### src/rtl/rq_pkg.sv
package rq_pkg;
  localparam int STATES       = 6;
  localparam int PHASES       = 2;
  localparam int TICKS        = STATES * PHASES;
  localparam int IDX_W        = $clog2(TICKS);
  localparam int ST_W         = $clog2(STATES + 1);
  localparam int SAMPLE_STATE = 5;
  localparam int SAMPLE_PHASE = 1;
  localparam int SAMPLE_IDX   = (SAMPLE_STATE - 1) * PHASES + SAMPLE_PHASE;
endpackage

### src/rtl/rq_phase_gen.sv
module rq_phase_gen
  import rq_pkg::*;
(
  input  logic            clk,
  input  logic            por_n,
  output logic [ST_W-1:0] state_o,
  output logic            phase_o,
  output logic            at_sample_o
);
  logic [IDX_W-1:0] idx_q;

  always_ff @(posedge clk or negedge por_n) begin
    if (!por_n)                         idx_q <= '0;
    else if (idx_q == IDX_W'(TICKS - 1)) idx_q <= '0;
    else                                idx_q <= idx_q + IDX_W'(1);
  end

  always_comb begin
    state_o     = ST_W'(idx_q / IDX_W'(PHASES)) + ST_W'(1);
    phase_o     = 1'(idx_q % IDX_W'(PHASES));
    at_sample_o = (idx_q == IDX_W'(SAMPLE_IDX));
  end


  wrap_to_first_chk: assert property (@(posedge clk) disable iff (!por_n)
    (idx_q == IDX_W'(TICKS - 1)) |=> (idx_q == '0));

  step_by_one_chk: assert property (@(posedge clk) disable iff (!por_n)
    (idx_q != IDX_W'(TICKS - 1)) |=> (idx_q == $past(idx_q) + IDX_W'(1)));
endmodule

### src/rtl/rq_sync.sv
module rq_sync #(
  parameter int STAGES = 2
) (
  input  logic clk,
  input  logic por_n,
  input  logic d_i,
  output logic q_o
);
  logic [STAGES-1:0] chain_q;

  generate
    for (genvar g = 0; g < STAGES; g++) begin : g_stage
      if (g == 0) begin : g_first
        always_ff @(posedge clk or negedge por_n) begin
          if (!por_n) chain_q[0] <= 1'b0;
          else        chain_q[0] <= d_i;
        end
      end else begin : g_next
        always_ff @(posedge clk or negedge por_n) begin
          if (!por_n) chain_q[g] <= 1'b0;
          else        chain_q[g] <= chain_q[g-1];
        end
      end
    end
  endgenerate

  assign q_o = chain_q[STAGES-1];
endmodule

### src/rtl/rq_filter.sv
module rq_filter #(
  parameter int REQ_HIGH = 2
) (
  input  logic clk,
  input  logic por_n,
  input  logic at_sample_i,
  input  logic pin_s_i,
  output logic rst_o
);
  localparam int CW = $clog2(REQ_HIGH + 1);
  logic [CW-1:0] run_q;
  logic          rst_q;

  always_ff @(posedge clk or negedge por_n) begin
    if (!por_n) begin
      run_q <= '0;
      rst_q <= 1'b0;
    end else if (at_sample_i) begin
      if (!pin_s_i) begin
        run_q <= '0;
        rst_q <= 1'b0;
      end else begin
        if (run_q != CW'(REQ_HIGH)) run_q <= run_q + CW'(1);
        if (run_q >= CW'(REQ_HIGH - 1)) rst_q <= 1'b1;
      end
    end
  end

  assign rst_o = rst_q;


  change_at_sample_chk: assert property (@(posedge clk) disable iff (!por_n)
    (rst_q != $past(rst_q)) |-> $past(at_sample_i));

  rise_needs_high_chk: assert property (@(posedge clk) disable iff (!por_n)
    $rose(rst_q) |-> $past(pin_s_i));

  low_sample_clears_chk: assert property (@(posedge clk) disable iff (!por_n)
    (at_sample_i && !pin_s_i) |=> !rst_q);

  run_bound_chk: assert property (@(posedge clk) disable iff (!por_n)
    run_q <= CW'(REQ_HIGH));
endmodule

### src/rtl/rq_defaults.sv
module rq_defaults #(
  parameter int NPORTS = 4
) (
  input  logic [7:0]          pcon_i,
  input  logic [7:0]          sbuf_i,
  output logic [NPORTS*8-1:0] port_o,
  output logic [7:0]          sp_o,
  output logic [7:0]          pcon_o,
  output logic [7:0]          sfr_o,
  output logic [7:0]          sbuf_o
);
  localparam logic [7:0] PORT_INIT = 8'hFF;
  localparam logic [7:0] SP_INIT   = 8'h07;
  localparam int         PCON_KEEP = 4;

  generate
    for (genvar p = 0; p < NPORTS; p++) begin : g_port
      assign port_o[p*8 +: 8] = PORT_INIT;
    end
  endgenerate

  always_comb begin
    sp_o            = SP_INIT;
    pcon_o          = 8'h00;
    pcon_o[PCON_KEEP] = pcon_i[PCON_KEEP];
    sfr_o           = 8'h00;
    sbuf_o          = sbuf_i;
  end
endmodule

### src/rtl/mcu_reset_qualifier.sv
module mcu_reset_qualifier
  import rq_pkg::*;
#(
  parameter int NPORTS    = 4,
  parameter int SYNC_STG  = 2,
  parameter int REQ_HIGH  = 2
) (
  input  logic                osc_clk,
  input  logic                por_n,
  input  logic                rst_pin,
  input  logic [7:0]          pcon_cur,
  input  logic [7:0]          sbuf_cur,
  output logic                rst_int,
  output logic                ld_dflt,
  output logic [ST_W-1:0]     mstate,
  output logic                mphase,
  output logic [NPORTS*8-1:0] port_dflt,
  output logic [7:0]          sp_dflt,
  output logic [7:0]          pcon_dflt,
  output logic [7:0]          sfr_dflt,
  output logic [7:0]          sbuf_dflt
);
  logic at_sample;
  logic pin_s;

  rq_phase_gen u_phase (
    .clk(osc_clk), .por_n(por_n),
    .state_o(mstate), .phase_o(mphase), .at_sample_o(at_sample)
  );

  rq_sync #(.STAGES(SYNC_STG)) u_sync (
    .clk(osc_clk), .por_n(por_n), .d_i(rst_pin), .q_o(pin_s)
  );

  rq_filter #(.REQ_HIGH(REQ_HIGH)) u_filter (
    .clk(osc_clk), .por_n(por_n), .at_sample_i(at_sample),
    .pin_s_i(pin_s), .rst_o(rst_int)
  );

  assign ld_dflt = rst_int;

  rq_defaults #(.NPORTS(NPORTS)) u_dflt (
    .pcon_i(pcon_cur), .sbuf_i(sbuf_cur),
    .port_o(port_dflt), .sp_o(sp_dflt), .pcon_o(pcon_dflt),
    .sfr_o(sfr_dflt), .sbuf_o(sbuf_dflt)
  );


  state_range_chk: assert property (@(posedge osc_clk) disable iff (!por_n)
    (mstate >= ST_W'(1)) && (mstate <= ST_W'(STATES)));

  sample_point_chk: assert property (@(posedge osc_clk) disable iff (!por_n)
    at_sample |-> (mstate == ST_W'(SAMPLE_STATE) && mphase == 1'b1));
endmodule

### config.mk
export PLATFORM = sky130hd
export DESIGN_NAME = mcu_reset_qualifier
export DESIGN_NICKNAME = d
export VERILOG_FILES = /design/src/rtl/rq_pkg.sv /design/src/rtl/rq_phase_gen.sv /design/src/rtl/rq_sync.sv /design/src/rtl/rq_filter.sv /design/src/rtl/rq_defaults.sv /design/src/rtl/mcu_reset_qualifier.sv
export SDC_FILE = /design/constraint.sdc
export NUM_CORES = 1
export LEC_CHECK = 0
export BUFFER_PORTS_ARGS = -buffer_cell sky130_fd_sc_hd__buf_4
export CAP_MARGIN = 20
export CORE_ASPECT_RATIO = 1.25
export CORE_UTILIZATION = 35
export DETAILED_ROUTE_END_ITERATION = 6
export PLACE_DENSITY = 0.82
export SLEW_MARGIN = 20
export SYNTH_ARGS = -nofsm -noshare
export SYNTH_HDL_FRONTEND = slang
export SYNTH_SLANG_ARGS = --single-unit
### constraint.sdc
create_clock -name osc_clk -period 1.4 [get_ports osc_clk]
set_input_delay 0.14 -clock osc_clk [delete_from_list [all_inputs] [get_ports osc_clk]]
set_output_delay 0.14 -clock osc_clk [all_outputs]
set_load 0.02 [all_outputs]
* Yosys cells after proc, flatten, opt, wreduce, memory -nomap -nowiden
Index checks and enable logic that the tools add are counted.
** Word-level totals
- Register bits :: 9
- Memories :: 0
- Output and inout port bits :: 70
- Input bits :: 19
- Bits in latches :: 0
- Bits in read-only memories :: 0
- Word-level logic and storage cells :: 21
- RAM bits :: 0
** Cells by class
- Order comparisons :: 1
- Reductions and logical operators :: 2
- Equal/unequal tests :: 5
- Shift-type cells :: 0
- Mux-type cells :: 5
- Bitwise logic cells :: 0
- Add/subtract/negate cells :: 3
- Div/mod/pow operators :: 0
- Multipliers :: 0
** Operators with widths (count)
- == test 4 bit (second input constant) :: 2
- adder 4 x 1 -> 4 bit (second input constant) :: 1
- two-way mux 2 bit :: 2
- two-way mux 4 bit :: 1
- != test 2 x 1 -> 1 bit (second input constant) :: 2
- AND reduction 2 bit :: 2
- adder 3 x 1 -> 3 bit (second input constant) :: 1
- adder 2 x 1 -> 2 bit (second input constant) :: 1
- greater-or-equal comparator 2 x 1 -> 1 bit (second input constant) :: 1
- two-way mux 1 bit :: 2
- != test 2 bit (second input constant) :: 1

* Longest topological paths before layout
Gate-level depths: netlist of the first run.
- Depth after elaboration :: 3
- Mapped depth :: 5
- Depth with buffers taken out :: 5

* Hierarchy
From an unflattened synthesis of the first run, not the netlist that was laid out.
** Second synthesis, totals
- Cells, all modules :: 104
- Area total of the unflattened synthesis :: 920.9 um^2
** Modules (own cells, without submodules)
- rq_defaults :: instances 1, sequential area each 0.0 um^2, cells an instance 66, area each 488.0 um^2
- rq_phase_gen :: instances 1, sequential area each 100.1 um^2, cells an instance 19, area each 201.4 um^2
- rq_filter :: instances 1, sequential area each 75.1 um^2, cells an instance 16, area each 173.9 um^2
- rq_sync :: instances 1, sequential area each 50.0 um^2, cells an instance 2, area each 50.0 um^2
- mcu_reset_qualifier :: instances 1, sequential area each 0.0 um^2, cells an instance 1, area each 7.5 um^2

* Worst setup path after synthesis of the first run
OpenSTA, ideal clock, no wires.
- Path kind :: reg2reg
- From :: register u_phase.idx_q[1]
- To :: register u_filter.run_q[0]
- Cell stages (with the launch flop) :: 5
- Period minus slack after synthesis :: 1.218 ns
- Data required time :: 1.299 ns
- Library setup time :: 0.101 ns
- Arrival time :: 1.117 ns
- Buffers on the path :: 0
- Setup slack :: 0.182 ns
- Cell sequence :: dfrtp_1 -> inv_1 -> ha_1 -> nand3b_4 -> o311ai_2
** Between the ends
- Cells in the longest elaborated chain, start to end :: 2
** RTL lines
- start: declaration :: line rq_phase_gen.sv:10 : logic [IDX_W-1:0] idx_q;
- start signal: assignment :: line rq_phase_gen.sv:15 : else idx_q <= idx_q + IDX_W'(1);
- == test 4 bit :: line rq_phase_gen.sv:21 : at_sample_o = (idx_q == IDX_W'(SAMPLE_IDX));
- AND reduction 2 bit (no source line)
- end signal: assignment :: line rq_filter.sv:23 : if (run_q != CW'(REQ_HIGH)) run_q <= run_q + CW'(1);
- end: declaration :: line rq_filter.sv:11 : logic [CW-1:0] run_q;
No other way between the ends.
A chain may end at the register's enable or synchronous reset.

* Worst setup path after layout of the first run
- From :: register u_phase.idx_q[2]
- To :: output port mstate[2]
** Between the ends
- Cells in the longest elaborated chain, start to end :: 1
** RTL lines
- adder 3 x 1 -> 3 bit :: line rq_phase_gen.sv:19 : state_o = ST_W'(idx_q / IDX_W'(PHASES)) + ST_W'(1);
- end: declaration :: line mcu_reset_qualifier.sv:15 : output logic [ST_W-1:0] mstate,
No other way between the ends.

==> results of run 1 <==
flip-flops by register name, indices dropped and copies added (netlist names):
register,count
u_filter.run_q,2
u_sync.q_o,1
u_sync.chain_q,1
u_phase.idx_q,4
u_filter.rst_o,1
cells by family after synthesis:
group	after synthesis	synth area share, %
compound gates	6	6.134
xor+xnor	1	0.9335
fa+ha+maj	5	6.667
buf+inv	70	54.00
flops	9	24.00
other cells	2	0.8003
simple gates	12	7.466
worst min path at each step:
stage,startpoint,endpoint,cells after the start
final,por_n,u_filter.run_q[1]$_DFFE_PN0P_,2
after global routing,por_n,u_phase.idx_q[3]$_DFF_PN0_,2
after CTS,por_n,u_filter.rst_o$_DFFE_PN0P_,2
after detailed placement,por_n,u_filter.rst_o$_DFFE_PN0P_,1
after global placement,por_n,u_filter.rst_o$_DFFE_PN0P_,1
after floorplan,por_n,u_filter.rst_o$_DFFE_PN0P_,0
power breakdown:
part	switching, W	internal [W]
combinational	0.000224	0.0000841
clock	0.0000877	0.000110
sequential	0.0000272	0.000294
total	0.000339	0.000488
metal layers:
| layer | track usage (%) | routed length (um) | vias up |
|---|---|---|---|
| met5 | 0 | 0 | - |
| met4 | 2.941 | 2 | 0 |
| met3 | 4.580 | 131 | 2 |
| met2 | 10.66 | 486 | 36 |
| met1 | 6.656 | 315 | 216 |
| li1 | - | - | 211 |
cell usage after synthesis:
| library cell | number |
|---|---|
| sky130_fd_sc_hd__buf_4 | 65 |
| sky130_fd_sc_hd__dfrtp_1 | 9 |
| sky130_fd_sc_hd__ha_1 | 5 |
| sky130_fd_sc_hd__inv_1 | 5 |
| sky130_fd_sc_hd__nand2_1 | 5 |
| sky130_fd_sc_hd__nand3_1 | 3 |
| sky130_fd_sc_hd__conb_1 | 2 |
| sky130_fd_sc_hd__nand2b_1 | 2 |
| sky130_fd_sc_hd__o21ai_0 | 2 |
| sky130_fd_sc_hd__o311ai_2 | 2 |
| sky130_fd_sc_hd__a31oi_1 | 1 |
| sky130_fd_sc_hd__nand3b_4 | 1 |
| sky130_fd_sc_hd__nor2_1 | 1 |
| sky130_fd_sc_hd__o22a_1 | 1 |
| sky130_fd_sc_hd__xor2_1 | 1 |
cell type report:
class | instances | area, um2 | area share, %
Clock buffer | 4 | 26.28 | 3.281
Tap cell | 33 | 41.29 | 5.156
Timing Repair Buffer | 10 | 80.08 | 10.00
Inverter | 5 | 18.77 | 2.344
Multi-Input combinational cell | 79 | 407.9 | 50.94
Sequential cell | 9 | 226.5 | 28.28
per-stage QoR:
stage,util [%],total power [W],hold slack [ns],cells
2_1_floorplan,-,0.0007446,-0.1556,158
6_report,32.32,0.0008271,0.2349,140
5_1_grt,32.32,0.0008838,0.2571,140
4_1_cts,32.17,0.0008387,0.2337,140
3_5_place_dp,30.30,0.0006316,-0.02961,134
3_3_place_gp,30.30,0.0006204,-0.03398,134
repair_timing:
action | CTS | global route
setup endpoints to repair | 0 | 1
hold buffers | 2 | 0
hold endpoints to repair | 10 | 0
gates resized for setup | 0 | 2
==> results.md, run 1 <==
- Peak VDD IR: approximately 0.52 mV
- Setup repair after global routing missed its margin: false
- Ratio of cells with drive above 1 in the final layout: around 15%
- CTS Sinks: 9
- Post-CTS setup buffer count: 0
- Netlist cell types: 15
- HPWL reported at the end of detailed placement: 779.9 um
- Vias in the first global route: about 290
- Root buffer cell: sky130_fd_sc_hd__clkbuf_4
- Floorplan die height: roughly 60 um
- Critical Path Sink Type: primary output
- Worst path buffer plus inverter count: 1
- Post-layout net count: around 130
- DIE AREA: between 2000 and 3000 um2
- Number of primary I/O pins: 89
- TritonCTS clock tree: done
- PD cells: about 1000 nW/um2
- Cells along the critical path: ha_2 -> xor2_1 -> buf_4
- Family of cells with the greatest summed delay on the critical path: flip-flops
- Later-pin clock latency in the skew report: 0.26 ns
- Highest fanout seen on the critical path: 5
- Capture point of the worst reg-to-reg path: u_filter.run_q[0]$_DFFE_PN0P_
- H-Tree Depth: 1
- Placer congestion estimate: 0.6861
- Final-layout setup total negative slack: 0 ns
- Width of the die: a little under 50 um
- Data required time of the critical path: 1.26 ns
- Stage delay of the slowest cell on the critical path: between 0.4 and 0.5 ns
- Setup crit end: mstate[2]
- Reg-to-reg setup timing slack: ~0.24 ns
- Site Rows: 20
- Commonest non-fill, non-tap cells in the layout: 55 x sky130_fd_sc_hd__conb_1, 8 x sky130_fd_sc_hd__buf_4, 8 x sky130_fd_sc_hd__dfrtp_1, 5 x sky130_fd_sc_hd__inv_1, 5 x sky130_fd_sc_hd__nand2_1
- Setup clock skew after layout: between 0.003 and 0.004 ns
- Startpoint kind of the worst setup timing path: flip-flop
- Count of yosys warnings during synthesis: 0
- Overall routing resource usage: 6.619%
- Number of endpoints with negative hold slack in the final report: 0
- Post-layout worst setup margin: between 0.07 and 0.08 ns
- Beginning of the worst register-to-register path: u_phase.idx_q[1]$_DFF_PN0_
- Sequential area share after synthesis: between 20% and 30%
- Pin count of the biggest net entering global routing: 10
- Vias per Instance: 3.321
- Worst hold path type: input pin to async pin
- GRT overflow: 0
- Fin crit share: between 90% and 100%
- Port buffer count: 8
- Most common cell after layout, fill and taps aside: sky130_fd_sc_hd__conb_1
- Placed inst area: 750.7 um2
- Max-slew violation count: 0
- Maximum root-to-sink buffer count: 2
- DRT Wirelength: around 940 um
- Layout area overhead: -14.67%
- Synthesized area per cell: between 8 and 9 um2
- Levels on crit path: 3
- Final count of negative-setup-slack endpoints: 0
- Gate count after technology mapping: between 100 and 150
- Effective utilization at floorplan: 37.88%
- Reported leakage power: about 0.44 nW
- Library cell with the largest summed area after synthesis: sky130_fd_sc_hd__buf_4
- Starting DRC count in detailed routing: 2
- Clock-pin slew of the registers on the worst-case setup and hold paths: roughly 0.060 ns
- Biggest area contributors in the synthesized netlist: sky130_fd_sc_hd__buf_4 52%, sky130_fd_sc_hd__dfrtp_1 24%, sky130_fd_sc_hd__ha_1 6.7%, sky130_fd_sc_hd__o311ai_2 3.5%, sky130_fd_sc_hd__nand3b_4 2.1%
- Depth of the most critical reg-to-reg path: 4
- Antenna diode count: 0
- Status: complete, no violations
- Residual antenna-violating net count after detailed routing: 0
- Detailed Routing Iterations Pass 1: 4
- First-pass GRT wire length: around 1.4 mm
- Max_cap viols: 0
- Final standard cell area without fillers: approximately 800 um2
- Setup slack after placement: 0.2277 ns
- Mapped Area: 938.4 um2
- Inserted Clock Buffers: 3
- Slowest-stage cell, CP: sky130_fd_sc_hd__dfrtp_2
- Data arrival at the endpoint of the critical path: between 1 and 1.5 ns
- Average routed wire per standard cell: between 6 and 7 um
- Initial antenna violation count: 0
- Achievable frequency: 756.6 MHz
- Critical path class: flip-flop to primary output
- Number of register bits inferred by synthesis: 9
- Core area: 2477 um2
- DRC errors left: 0
- Startpoint of the most critical setup path: u_phase.idx_q[2]$_DFF_PN0_
- Number of vias in the routed layout: about 470
- Fillers: 270
- Share of the synthesized area in the top cell type: a little over half
- Crit path time final: roughly 1.3 ns
(Power assumes the default switching activity.)
==> run 2, diff against run 1 <==
--- a/config.mk
+++ b/config.mk
@@ -5,12 +5,14 @@
 export SDC_FILE = /design/constraint.sdc
 export NUM_CORES = 1
 export LEC_CHECK = 0
+export ABC_AREA = 1
 export BUFFER_PORTS_ARGS = -buffer_cell sky130_fd_sc_hd__buf_4
 export CAP_MARGIN = 20
 export CORE_ASPECT_RATIO = 1.25
 export CORE_UTILIZATION = 35
 export DETAILED_ROUTE_END_ITERATION = 6
 export PLACE_DENSITY = 0.82
+export SKIP_LAST_GASP = 1
 export SLEW_MARGIN = 20
 export SYNTH_ARGS = -nofsm -noshare
 export SYNTH_HDL_FRONTEND = slang
==> results.md, run 2 <==
- Family of cells with the greatest summed delay on the critical path: flip-flops (unchanged)
- Count of yosys warnings during synthesis: 0 (unchanged)
- GRT overflow: 0 (unchanged)
- Port buffer count: 8 (unchanged)
- HPWL reported at the end of detailed placement: 803.1 um (was 779.9 um)
- Power share of the clock group: 29.8% (was 23.9%)
- Mapped Area: 959.7 um2 (was 938.4 um2)
- Top cells by count, synth: 65 x sky130_fd_sc_hd__buf_4, 12 x sky130_fd_sc_hd__nand2_1, 9 x sky130_fd_sc_hd__dfrtp_1, 8 x sky130_fd_sc_hd__inv_1, 5 x sky130_fd_sc_hd__ha_1 (was 65 x sky130_fd_sc_hd__buf_4, 9 x sky130_fd_sc_hd__dfrtp_1, 5 x sky130_fd_sc_hd__ha_1, 5 x sky130_fd_sc_hd__inv_1, 5 x sky130_fd_sc_hd__nand2_1)
- Share of async-settable or async-resettable flops after synthesis: 100.0% (unchanged)
- Share of the synthesized area in the top cell type: 50.85% (was 52.00%)
- Achievable frequency: 769.9 MHz (was 756.6 MHz)
- Detailed Routing Iterations Pass 1: 3 (was 4)
- Cells along the critical path: ha_2 -> xor2_1 -> buf_4 (unchanged)
- Gate count after technology mapping: 117 (was 105)
- Number of endpoints with negative hold slack in the final report: 0 (unchanged)
- Floorplan die height: 60.55 um (was 59.89 um)
- Power, Total: 0.0006685 W (was 0.0008271 W)
- Peak VDD IR: 0.4558 mV (was 0.5191 mV)
- Stage delay of the slowest cell on the critical path: 0.40 ns (was 0.43 ns)
- Residual antenna-violating net count after detailed routing: 0 (unchanged)
- TritonCTS clock tree: done (unchanged)
- Critical Path Sink Type: primary output (unchanged)
- Highest fanout seen on the critical path: 3 (was 5)
- Critical path class: flip-flop to primary output (unchanged)
- Synthesized area per cell: 8.202 um2 (was 8.937 um2)
- Overall routing resource usage: 7.655% (was 6.619%)
- Width of the die: 48.84 um (was 48.32 um)
- Biggest area contributors in the synthesized netlist: sky130_fd_sc_hd__buf_4 51%, sky130_fd_sc_hd__dfrtp_1 23%, sky130_fd_sc_hd__ha_1 6.5%, sky130_fd_sc_hd__nand2_1 4.7%, sky130_fd_sc_hd__inv_1 3.1% (was sky130_fd_sc_hd__buf_4 52%, sky130_fd_sc_hd__dfrtp_1 24%, sky130_fd_sc_hd__ha_1 6.7%, sky130_fd_sc_hd__o311ai_2 3.5%, sky130_fd_sc_hd__nand3b_4 2.1%)
- Antenna diode count: 0 (unchanged)
- Worst path buffer plus inverter count: 1 (unchanged)
- Starting DRC count in detailed routing: 6 (was 2)
- Library cell with the largest summed area after synthesis: sky130_fd_sc_hd__buf_4 (unchanged)
- Site Rows: 20 (unchanged)
- Commonest non-fill, non-tap cells in the layout: 55 x sky130_fd_sc_hd__conb_1, 12 x sky130_fd_sc_hd__nand2_1, 9 x sky130_fd_sc_hd__buf_4, 8 x sky130_fd_sc_hd__inv_1, 8 x sky130_fd_sc_hd__dfrtp_1 (was 55 x sky130_fd_sc_hd__conb_1, 8 x sky130_fd_sc_hd__buf_4, 8 x sky130_fd_sc_hd__dfrtp_1, 5 x sky130_fd_sc_hd__inv_1, 5 x sky130_fd_sc_hd__nand2_1)
- Setup clock skew after layout: 0.002204 ns (was 0.003666 ns)
- First-pass GRT wire length: 1.711 mm (was 1.373 mm)
- Switching power total: 0.0002609 W (was 0.0003392 W)
- Clock-pin slew of the registers on the worst-case setup and hold paths: 0.06 ns (about the same)
- Placer congestion estimate: 0.7745 (was 0.6861)
- Max-slew violation count: 0 (unchanged)
- Flip-flop count of the largest register, all copies and words added: 4 (unchanged)
- Root buffer cell: sky130_fd_sc_hd__clkbuf_4 (unchanged)
- Maximum root-to-sink buffer count: 2 (unchanged)
- Number of vias in the routed layout: 491 (was 465)
- Status: complete, no violations (unchanged)
- Most common flop cell mapped by yosys: sky130_fd_sc_hd__dfrtp_1 (unchanged)
- Portion of total power attributed to combinational logic: 28.1% (was 37.3%)
- Startpoint kind of the worst setup timing path: flip-flop (unchanged)
- Inserted Clock Buffers: 3 (unchanged)
- Number of register bits inferred by synthesis: 9 (unchanged)
- Worst hold path type: input pin to async pin (unchanged)
- Fin crit share: 92.78% (was 94.40%)
- Max_cap viols: 0 (unchanged)
- Slowest-stage cell, CP: sky130_fd_sc_hd__dfrtp_1 (was sky130_fd_sc_hd__dfrtp_2)
- Data required time of the critical path: 1.26 ns (about the same)
- Biggest register: u_phase.idx_q (unchanged)
- Number of synthesized flops with an enable pin: 0 (unchanged)
- Post-layout net count: 145 (was 132)
- Pin count of the biggest net entering global routing: 10 (unchanged)
- Vias per Instance: 3.209 (was 3.321)
- Ratio of cells with drive above 1 in the final layout: 15.83% (was 14.95%)
- Reported leakage power: 0.5045 nW (was 0.4363 nW)
- DRT Wirelength: 1.054 mm (was 936 um)
- Sw frac: 39.02% (was 41.01%)
- Effective utilization at floorplan: 38.35% (was 37.88%)
- Sequential area share after synthesis: 23.47% (was 24.00%)
- Most common cell after layout, fill and taps aside: sky130_fd_sc_hd__conb_1 (unchanged)
- Average routed wire per standard cell: 6.889 um (was 6.686 um)
- H-Tree Depth: 1 (unchanged)
- Core area: 2502 um2 (was 2477 um2)
- Library cell with the highest instance count after synthesis: sky130_fd_sc_hd__buf_4 (unchanged)
- PD cells: 805.9 nW/um2 (was 1033 nW/um2)
- CTS Sinks: 9 (unchanged)
- Internal Pwr Total: 0.0004076 W (was 0.0004879 W)
- DIE AREA: 2957 um2 (was 2894 um2)
- Setup repair after global routing missed its margin: false (unchanged)
- Later-pin clock latency in the skew report: 0.26 ns (about the same)
- Vias in the first global route: 425 (was 294)
- Final-layout setup total negative slack: 0 ns (unchanged)
- Share of total power in sequential cells: 42.1% (was 38.8%)
- DRC errors left: 0 (unchanged)
- Regs by FF count: u_phase.idx_q: 4 flops, u_filter.run_q: 2 flops (unchanged)
- Netlist cell types: 17 (was 15)
- Initial antenna violation count: 0 (unchanged)
- Crit path time final: 1.299 ns (was 1.322 ns)
- Final count of negative-setup-slack endpoints: 0 (unchanged)
- Layout area overhead: -13.56% (was -14.67%)
- Number of primary I/O pins: 89 (unchanged)
- Data arrival at the endpoint of the critical path: 1.16 ns (was 1.18 ns)
==> run 2: changes by cell type in the layout (fill, tap and decap cells not counted), moves of 2 or more <==
cell | before | now
sky130_fd_sc_hd__o311ai_2 | 2 | 0
sky130_fd_sc_hd__o21ai_0 | 2 | 0
sky130_fd_sc_hd__nand3_1 | 3 | 1
sky130_fd_sc_hd__nand2b_1 | 2 | 0
sky130_fd_sc_hd__nand2_1 | 5 | 12
sky130_fd_sc_hd__inv_2 | 0 | 2
sky130_fd_sc_hd__a21oi_1 | 0 | 2
sky130_fd_sc_hd__inv_1 | 5 | 8
sky130_fd_sc_hd__nand4_1 | 0 | 2
==> run 2: final timing paths <==
check / start / endpoint / slack [ns] / cells after the start
worst max-delay path: u_phase.idx_q[1]$_DFF_PN0_ / mstate[2] / 0.10 / 3
worst min-delay path: por_n / u_phase.idx_q[1]$_DFF_PN0_ / 0.24 / 2
worst max register to register: u_phase.idx_q[1]$_DFF_PN0_ / u_filter.run_q[0]$_DFFE_PN0P_ / 0.29 / 5
worst min register to register: u_sync.chain_q[0]$_DFF_PN0_ / u_sync.q_o$_DFF_PN0_ / 0.36 / 0
max in group asynchronous: por_n / u_phase.idx_q[2]$_DFF_PN0_ / 1.01 / 2
min in group osc_clk: pcon_cur[4] / pcon_dflt[4] / 0.28 / 0
==> run 2: per-stage QoR <==
stage | cells | worst slack [ns] | util (%) | hold slack [ns] | cell area [um2]
global placement | 146 | 0.2555 | 30.85 | -0.03104 | 772.0
finish | 153 | 0.1011 | 33.15 | 0.2434 | 829.5
CTS | 153 | 0.03618 | 33.05 | 0.2308 | 827.0
global route | 153 | 0.02658 | 33.15 | 0.2585 | 829.5
floorplan | 170 | 0.2588 | - | -0.1556 | 1159
detailed placement | 146 | 0.2577 | 30.85 | -0.02794 | 772.0
==> run 2: power groups by stage <==
stage          logic (W)  clock network (W)  registers, W
2_1_floorplan   0.000314                  0      0.000288
3_3_place_gp    0.000181                  0      0.000286
3_5_place_dp    0.000182                  0      0.000286
4_1_cts         0.000186           0.000214      0.000282
5_1_grt         0.000205           0.000222      0.000284
6_report        0.000188           0.000199      0.000282
==> run 2: metal layers <==
layer	vias to the layer above	global-route usage [%]	wire, um
met5	-	0	0
met4	0	7.143	0
met3	0	1.253	115
met2	40	13.89	539
met1	212	7.645	399
li1	239	-	-
==> run 2: cells by family after synthesis <==
group / Yosys count / synth area share [%]
compound gates: 3 / 1.826
xor+xnor: 2 / 1.826
fa+ha+maj: 5 / 6.519
buf+inv: 75 / 54.76
flops: 9 / 23.47
other cells: 2 / 0.7826
simple gates: 21 / 10.82
==> run 2: area by class of cell <==
type                       instances  area [um2]
clock buffer                       4       26.28
fill                             284        1673
inverter                          10       37.54
multi-input combinational         86       410.4
sequential                         9       226.5
tap                               33       41.29
timing repair buffer              11       87.58
==> run 2: repair_timing <==
| action | in CTS | in global routing |
|---|---|---|
| endpoints found under the hold margin | 10 | 0 |
| resized for setup | 1 | 1 |
| endpoints found under the setup margin | 1 | 1 |
| pin swaps | 0 | 0 |
| hold buffers | 2 | 0 |
| setup buffers | 1 | 0 |
